### src/rtl/sp_pkg.sv
package sp_pkg;
  typedef struct packed {
    logic inc;     // pre-increment for push
    logic dec;     // post-decrement for pop
    logic ldLow;   // load low byte from SFR port
    logic ldHigh;  // load high bits from SFR port
    logic wide;    // extended 11-bit pointer active
  } spCtrl_t;
endpackage

### src/rtl/sp_ctrl.sv
module sp_ctrl
  import sp_pkg::*;
(
  input  logic    pushEn,
  input  logic    popEn,
  input  logic    extMode,
  input  logic    lowWrEn,
  input  logic    highWrEn,
  output spCtrl_t ctrl
);
  logic stackOp;

  always_comb begin
    stackOp     = pushEn | popEn;
    ctrl.wide   = extMode;
    ctrl.inc    = pushEn;
    ctrl.dec    = popEn & ~pushEn;
    ctrl.ldLow  = lowWrEn & ~stackOp;
    ctrl.ldHigh = highWrEn & extMode & ~stackOp;
  end
endmodule

### src/rtl/sp_datapath.sv
module sp_datapath
  import sp_pkg::*;
#(
  parameter int LOW_W     = 8,
  parameter int HIGH_W    = 3,
  parameter int RESET_VAL = 7
) (
  input  logic                     clk,
  input  logic                     rstN,
  input  spCtrl_t                  ctrl,
  input  logic [LOW_W-1:0]         lowData,
  input  logic [LOW_W-1:0]         highData,
  output logic                     memSelXram,
  output logic [LOW_W+HIGH_W-1:0]  memAddr,
  output logic [LOW_W-1:0]         lowRead,
  output logic [LOW_W-1:0]         highRead
);
  localparam int PTR_W = LOW_W + HIGH_W;
  localparam logic [PTR_W-1:0] RAM_TOP  = PTR_W'((1 << LOW_W) - 1);
  localparam logic [PTR_W-1:0] XRAM_BOT = PTR_W'(1 << LOW_W);
  localparam logic [PTR_W-1:0] PTR_MAX  = {PTR_W{1'b1}};

  logic [PTR_W-1:0] ptrQ, ptrD, effPtr, incFull, decFull, incVal, decVal;

  always_comb begin
    effPtr  = ctrl.wide ? ptrQ : {{HIGH_W{1'b0}}, ptrQ[LOW_W-1:0]};
    incFull = effPtr + PTR_W'(1);
    decFull = effPtr - PTR_W'(1);
    incVal  = ctrl.wide ? incFull : {{HIGH_W{1'b0}}, incFull[LOW_W-1:0]};
    decVal  = ctrl.wide ? decFull : {{HIGH_W{1'b0}}, decFull[LOW_W-1:0]};
  end

  always_comb begin
    ptrD = effPtr;
    if (ctrl.inc) begin
      ptrD = incVal;
    end else if (ctrl.dec) begin
      ptrD = decVal;
    end else begin
      if (ctrl.ldLow)  ptrD[LOW_W-1:0]     = lowData;
      if (ctrl.ldHigh) ptrD[PTR_W-1:LOW_W] = highData[HIGH_W-1:0];
    end
  end

  always_ff @(posedge clk) begin
    if (!rstN) ptrQ <= PTR_W'(RESET_VAL);
    else       ptrQ <= ptrD;
  end

  always_comb begin
    memAddr    = ctrl.inc ? incVal : effPtr;
    memSelXram = |memAddr[PTR_W-1:LOW_W];
    lowRead    = effPtr[LOW_W-1:0];
    highRead   = {{(LOW_W-HIGH_W){1'b0}}, effPtr[PTR_W-1:LOW_W]};
  end


  push_preinc_chk: assert property (@(posedge clk) disable iff (!rstN)
    ctrl.inc |=> ptrQ == $past(memAddr));


  narrow_wrap_chk: assert property (@(posedge clk) disable iff (!rstN)
    (ctrl.inc && !ctrl.wide && effPtr == RAM_TOP) |=> ptrQ == '0);


  wide_carry_chk: assert property (@(posedge clk) disable iff (!rstN)
    (ctrl.inc && ctrl.wide && effPtr == RAM_TOP) |-> (memSelXram && memAddr == XRAM_BOT));


  pop_borrow_chk: assert property (@(posedge clk) disable iff (!rstN)
    (ctrl.dec && ctrl.wide && effPtr == XRAM_BOT) |=> ptrQ == RAM_TOP);


  pop_underflow_chk: assert property (@(posedge clk) disable iff (!rstN)
    (ctrl.dec && ctrl.wide && effPtr == '0) |=> ptrQ == PTR_MAX);


  narrow_ram_chk: assert property (@(posedge clk) disable iff (!rstN)
    !ctrl.wide |-> (!memSelXram && highRead == '0));
endmodule

### src/rtl/stack_ptr_unit.sv
module stack_ptr_unit
  import sp_pkg::*;
#(
  parameter int LOW_W     = 8,
  parameter int HIGH_W    = 3,
  parameter int RESET_VAL = 7
) (
  input  logic                    clk,
  input  logic                    rstN,
  input  logic                    pushEn,
  input  logic                    popEn,
  input  logic                    extMode,
  input  logic                    lowWrEn,
  input  logic [LOW_W-1:0]        lowWrData,
  input  logic                    highWrEn,
  input  logic [LOW_W-1:0]        highWrData,
  output logic                    memSelXram,
  output logic [LOW_W+HIGH_W-1:0] memAddr,
  output logic [LOW_W-1:0]        lowRead,
  output logic [LOW_W-1:0]        highRead
);
  spCtrl_t ctrl;

  sp_ctrl uCtrl (
    .pushEn   (pushEn),
    .popEn    (popEn),
    .extMode  (extMode),
    .lowWrEn  (lowWrEn),
    .highWrEn (highWrEn),
    .ctrl     (ctrl)
  );

  sp_datapath #(
    .LOW_W     (LOW_W),
    .HIGH_W    (HIGH_W),
    .RESET_VAL (RESET_VAL)
  ) uPath (
    .clk        (clk),
    .rstN       (rstN),
    .ctrl       (ctrl),
    .lowData    (lowWrData),
    .highData   (highWrData),
    .memSelXram (memSelXram),
    .memAddr    (memAddr),
    .lowRead    (lowRead),
    .highRead   (highRead)
  );
endmodule

### config.mk
export PLATFORM = sky130hd
export DESIGN_NAME = stack_ptr_unit
export DESIGN_NICKNAME = d
export VERILOG_FILES = /design/src/rtl/sp_pkg.sv /design/src/rtl/sp_ctrl.sv /design/src/rtl/sp_datapath.sv /design/src/rtl/stack_ptr_unit.sv
export SDC_FILE = /design/constraint.sdc
export NUM_CORES = 1
export LEC_CHECK = 0
export BUFFER_PORTS_ARGS = -buffer_cell sky130_fd_sc_hd__buf_2
export CAP_MARGIN = 5
export CELL_PAD_IN_SITES_DETAIL_PLACEMENT = 1
export CELL_PAD_IN_SITES_GLOBAL_PLACEMENT = 1
export CORE_MARGIN = 2
export CORE_UTILIZATION = 35
export CTS_CLUSTER_SIZE = 16
export DETAILED_ROUTE_END_ITERATION = 16
export GPL_TIMING_DRIVEN = 1
export HOLD_SLACK_MARGIN = 0.03
export PLACE_DENSITY_LB_ADDON = 0.25
export SLEW_MARGIN = 40
export SYNTH_ARGS = -nofsm -noshare
export SYNTH_HDL_FRONTEND = slang
export SYNTH_HIERARCHICAL = 1
export SYNTH_SLANG_ARGS = --single-unit
### constraint.sdc
create_clock -name clk -period 3.7 [get_ports clk]
set_input_delay 0.185 -clock clk [delete_from_list [all_inputs] [get_ports clk]]
set_output_delay 0.185 -clock clk [all_outputs]
set_load 0.02 [all_outputs]
==> reports/results.txt <==
status - finished clean
Die Span Y - 66.7 um
Worst-path clk slew - 0.06 ns
Post-synth EDFFs - 0
Remaining Overflow, GRT - 0
Leakage - 0.000611 uW
CP Capture Type - primary output
Sw Share - 0.391
I/O Buffers - 40
worst path arrival time - 2.36 ns
clock power share - 0.310
starting density of the core - 0.370
Async S/R FF share, synth - 0
H-tree lvl count - 1
critical path depth - 6
cts hold-fix bufs - 0
final wirelength - 4120 um
Post-Synth Simple-Gate Area - 0.300
Die X - 66.7 um
TritonRoute pass-1 iters - 4
main combinational cell family by area after synthesis - simple AND/OR/NAND/NOR gates
pwr dens - 275 mW/mm2
xor/xnor cell area share of the yosys netlist - 0.0827
DRC Markers - 0
Buf+Inv Stages, Crit Path - 1
DP HPWL - 3000 um
crit-path leading delay family - simple AND/OR/NAND/NOR gates
commonest cells after routing, fill and taps aside - buf_2 (40), nor2_1 (14), nand2_1 (12), a21oi_1 (11), dfxtp_1 (11)
largest net degree at the start of global routing - 29
yosys warns - 6
Worst setup endpoint - memSelXram
R2R Setup Slk - 1.42 ns
R2R depth - 6
RR Startpoint - uPath/ptrQ[0]
CTS buffer count - 3
final critical-path share of the clock period - 0.687
Sequential Power Share - 0.360
slowest CP cell - dfxtp_1
biggest regs - uPath/ptrQ: 11 flops
overall power - 416 uW
Pint - 254 uW
RePlAce Congestion - 0.803
Worst Setup SP - uPath/ptrQ[0]
Yosys reg bits - 11
Critical Path RT - 3.51 ns
Longest Clk Path Bufs - 2
row count - 22
Final Hold Viols - 0
DRT iter0 DRCs - 72
FF-to-FF End - uPath/ptrQ[10]
Total GRT Usage - 0.203
max FFs per register - 11
insertion delay of the later-clocked pin in the worst-skew pair - 0.24 ns
commonest non-fill, non-tap cell in the layout - buf_2
Setup Viol. Count Final - 0
FMAX - 393 MHz
die area - 0.00445 mm2
crit start category - register
I/O pin count - 51
worst hold path class - input port to register
RSZ-0062 raised after global routing - no
Antenna Cells - 0
Max Fanout on Critical Path - 13
compound-cell area share of the yosys netlist - 0.228
synthesized area per cell - 7.28 um2
# clock sinks - 11
Setup Skew - 0.00813 ns
top_reg_cell synth - dfxtp_1
Final min period - 2.54 ns
sequential area share after synthesis - 0.160
number of global-route vias before repair - 1422
area grow syn2layout - 9.82%
synthesized cell area - 0.00138 mm2
Synth cell types - 53
DR WL/cell - 16.0 um
# resized after CTS - 0
Crit Path Category - register to primary output
share of layout cells above drive strength 1 - 0.258
Final Max Tran Viols - 0
initial antenna violation count - 0
via/cell ratio - 5.70
max cap viols - 0
CTS tree - yes
critical-path cell list - ha_1 -> nand3_1 -> nor3_1 -> xor2_1 -> o31a_1 -> buf_2
first-pass GRT wire length - 6930 um
Core Region - 0.00372 mm2
multiplexer share of the synthesized area - 0.0464
post-synthesis adder-cell area fraction - 0.0182
setup tns final - 0 ns
Gate power share - 0.330
clock root cell - clkbuf_8
setup bufs post-CTS - 0
remaining antenna violation count - 0
maximum vdd drop - 114 uV
P_sw - 163 uW
Layout Nets - 235
Post-Syn Instances - 189
Slew Limit Headroom - 0.666
via count - 1464
Biggest register - uPath/ptrQ
Largest stage delay, worst path - 0.61 ns
slew of the pin with the lowest slew margin - 0.501 ns
## through the flow
stage | setup slack [ns] | hold slack (ns) | area [um2] | utilization | instances
2_1_floorplan | 1.60 | 0.257 | 1390 | - | 193
3_3_place_gp | 1.49 | 0.460 | 1470 | 0.395 | 253
3_5_place_dp | 1.46 | 0.455 | 1470 | 0.395 | 253
4_1_cts | 1.19 | 0.209 | 1510 | 0.407 | 257
5_1_grt | 1.01 | 0.230 | 1510 | 0.407 | 257
6_report | 1.16 | 0.212 | 1510 | 0.407 | 257
## routing by layer
layer / global-route usage / vias to the layer above / share of wire
li1: - / 703 / -
met1: 0.279 / 721 / 0.50
met2: 0.334 / 36 / 0.45
met3: 0.0270 / 4 / 0.043
met4: 0.0485 / 0 / 0.0061
met5: 0 / - / 0
## Yosys cell counts, types with 2 or more instances
library cell	instances	area share
buf_4	18	0.098
nor2_1	14	0.038
nand2_1	12	0.033
a21oi_1	11	0.040
dfxtp_1	11	0.16
inv_1	8	0.022
o21ai_0	8	0.029
xnor2_1	8	0.051
clkbuf_1	7	0.019
nand4_1	6	0.027
nor3_1	6	0.022
and2_1	5	0.023
xor2_1	5	0.032
nand3_1	4	0.015
a21o_1	3	0.016
a31oi_1	3	0.014
mux2_2	3	0.025
mux2i_1	3	0.022
nand2b_1	3	0.014
nand3b_1	3	0.016
nor4_1	3	0.014
or4_1	3	0.016
a221oi_1	2	0.013
and4_1	2	0.013
buf_2	2	0.0073
ha_1	2	0.018
nor3b_1	2	0.011
o21a_1	2	0.011
o22ai_1	2	0.0091
o31a_1	2	0.013
o31ai_1	2	0.011
or3_1	2	0.0091
or3_2	2	0.011
## layout make-up
type	count	area [um2]
timing repair buffer	41	208
multi-input combinational	145	948
fill	491	2200
sequential	11	220
inverter	8	30.0
tap	48	60.1
clock buffer	4	45.0
## worst min-delay path by stage
stage | startpoint | to | slack [ns] | cells past startpoint
final | rstN | uPath/ptrQ[1] | 0.21 | 2
after global routing | rstN | uPath/ptrQ[1] | 0.23 | 2
after CTS | rstN | uPath/ptrQ[1] | 0.21 | 2
after detailed placement | rstN | uPath/ptrQ[1] | 0.45 | 2
after global placement | rstN | uPath/ptrQ[1] | 0.46 | 2
after floorplan | rstN | uPath/ptrQ[1] | 0.26 | 1
## power groups by stage
stage               sequential (uW)  combinational, uW  clock, uW
CTS                             149                137        129
global route                    152                151        137
finish                          150                138        129
floorplan                       133                127          0
detailed placement              152                136          0
global placement                151                133          0
## cells by family after synthesis
| group | after synthesis |
|---|---|
| simple gates | 73 |
| compound gates | 46 |
| buf+inv | 37 |
| xor+xnor | 13 |
| flops | 11 |
| mux | 6 |
| fa+ha+maj | 2 |
| other cells | 1 |
Note: power is estimated with default switching activity, not from simulation.
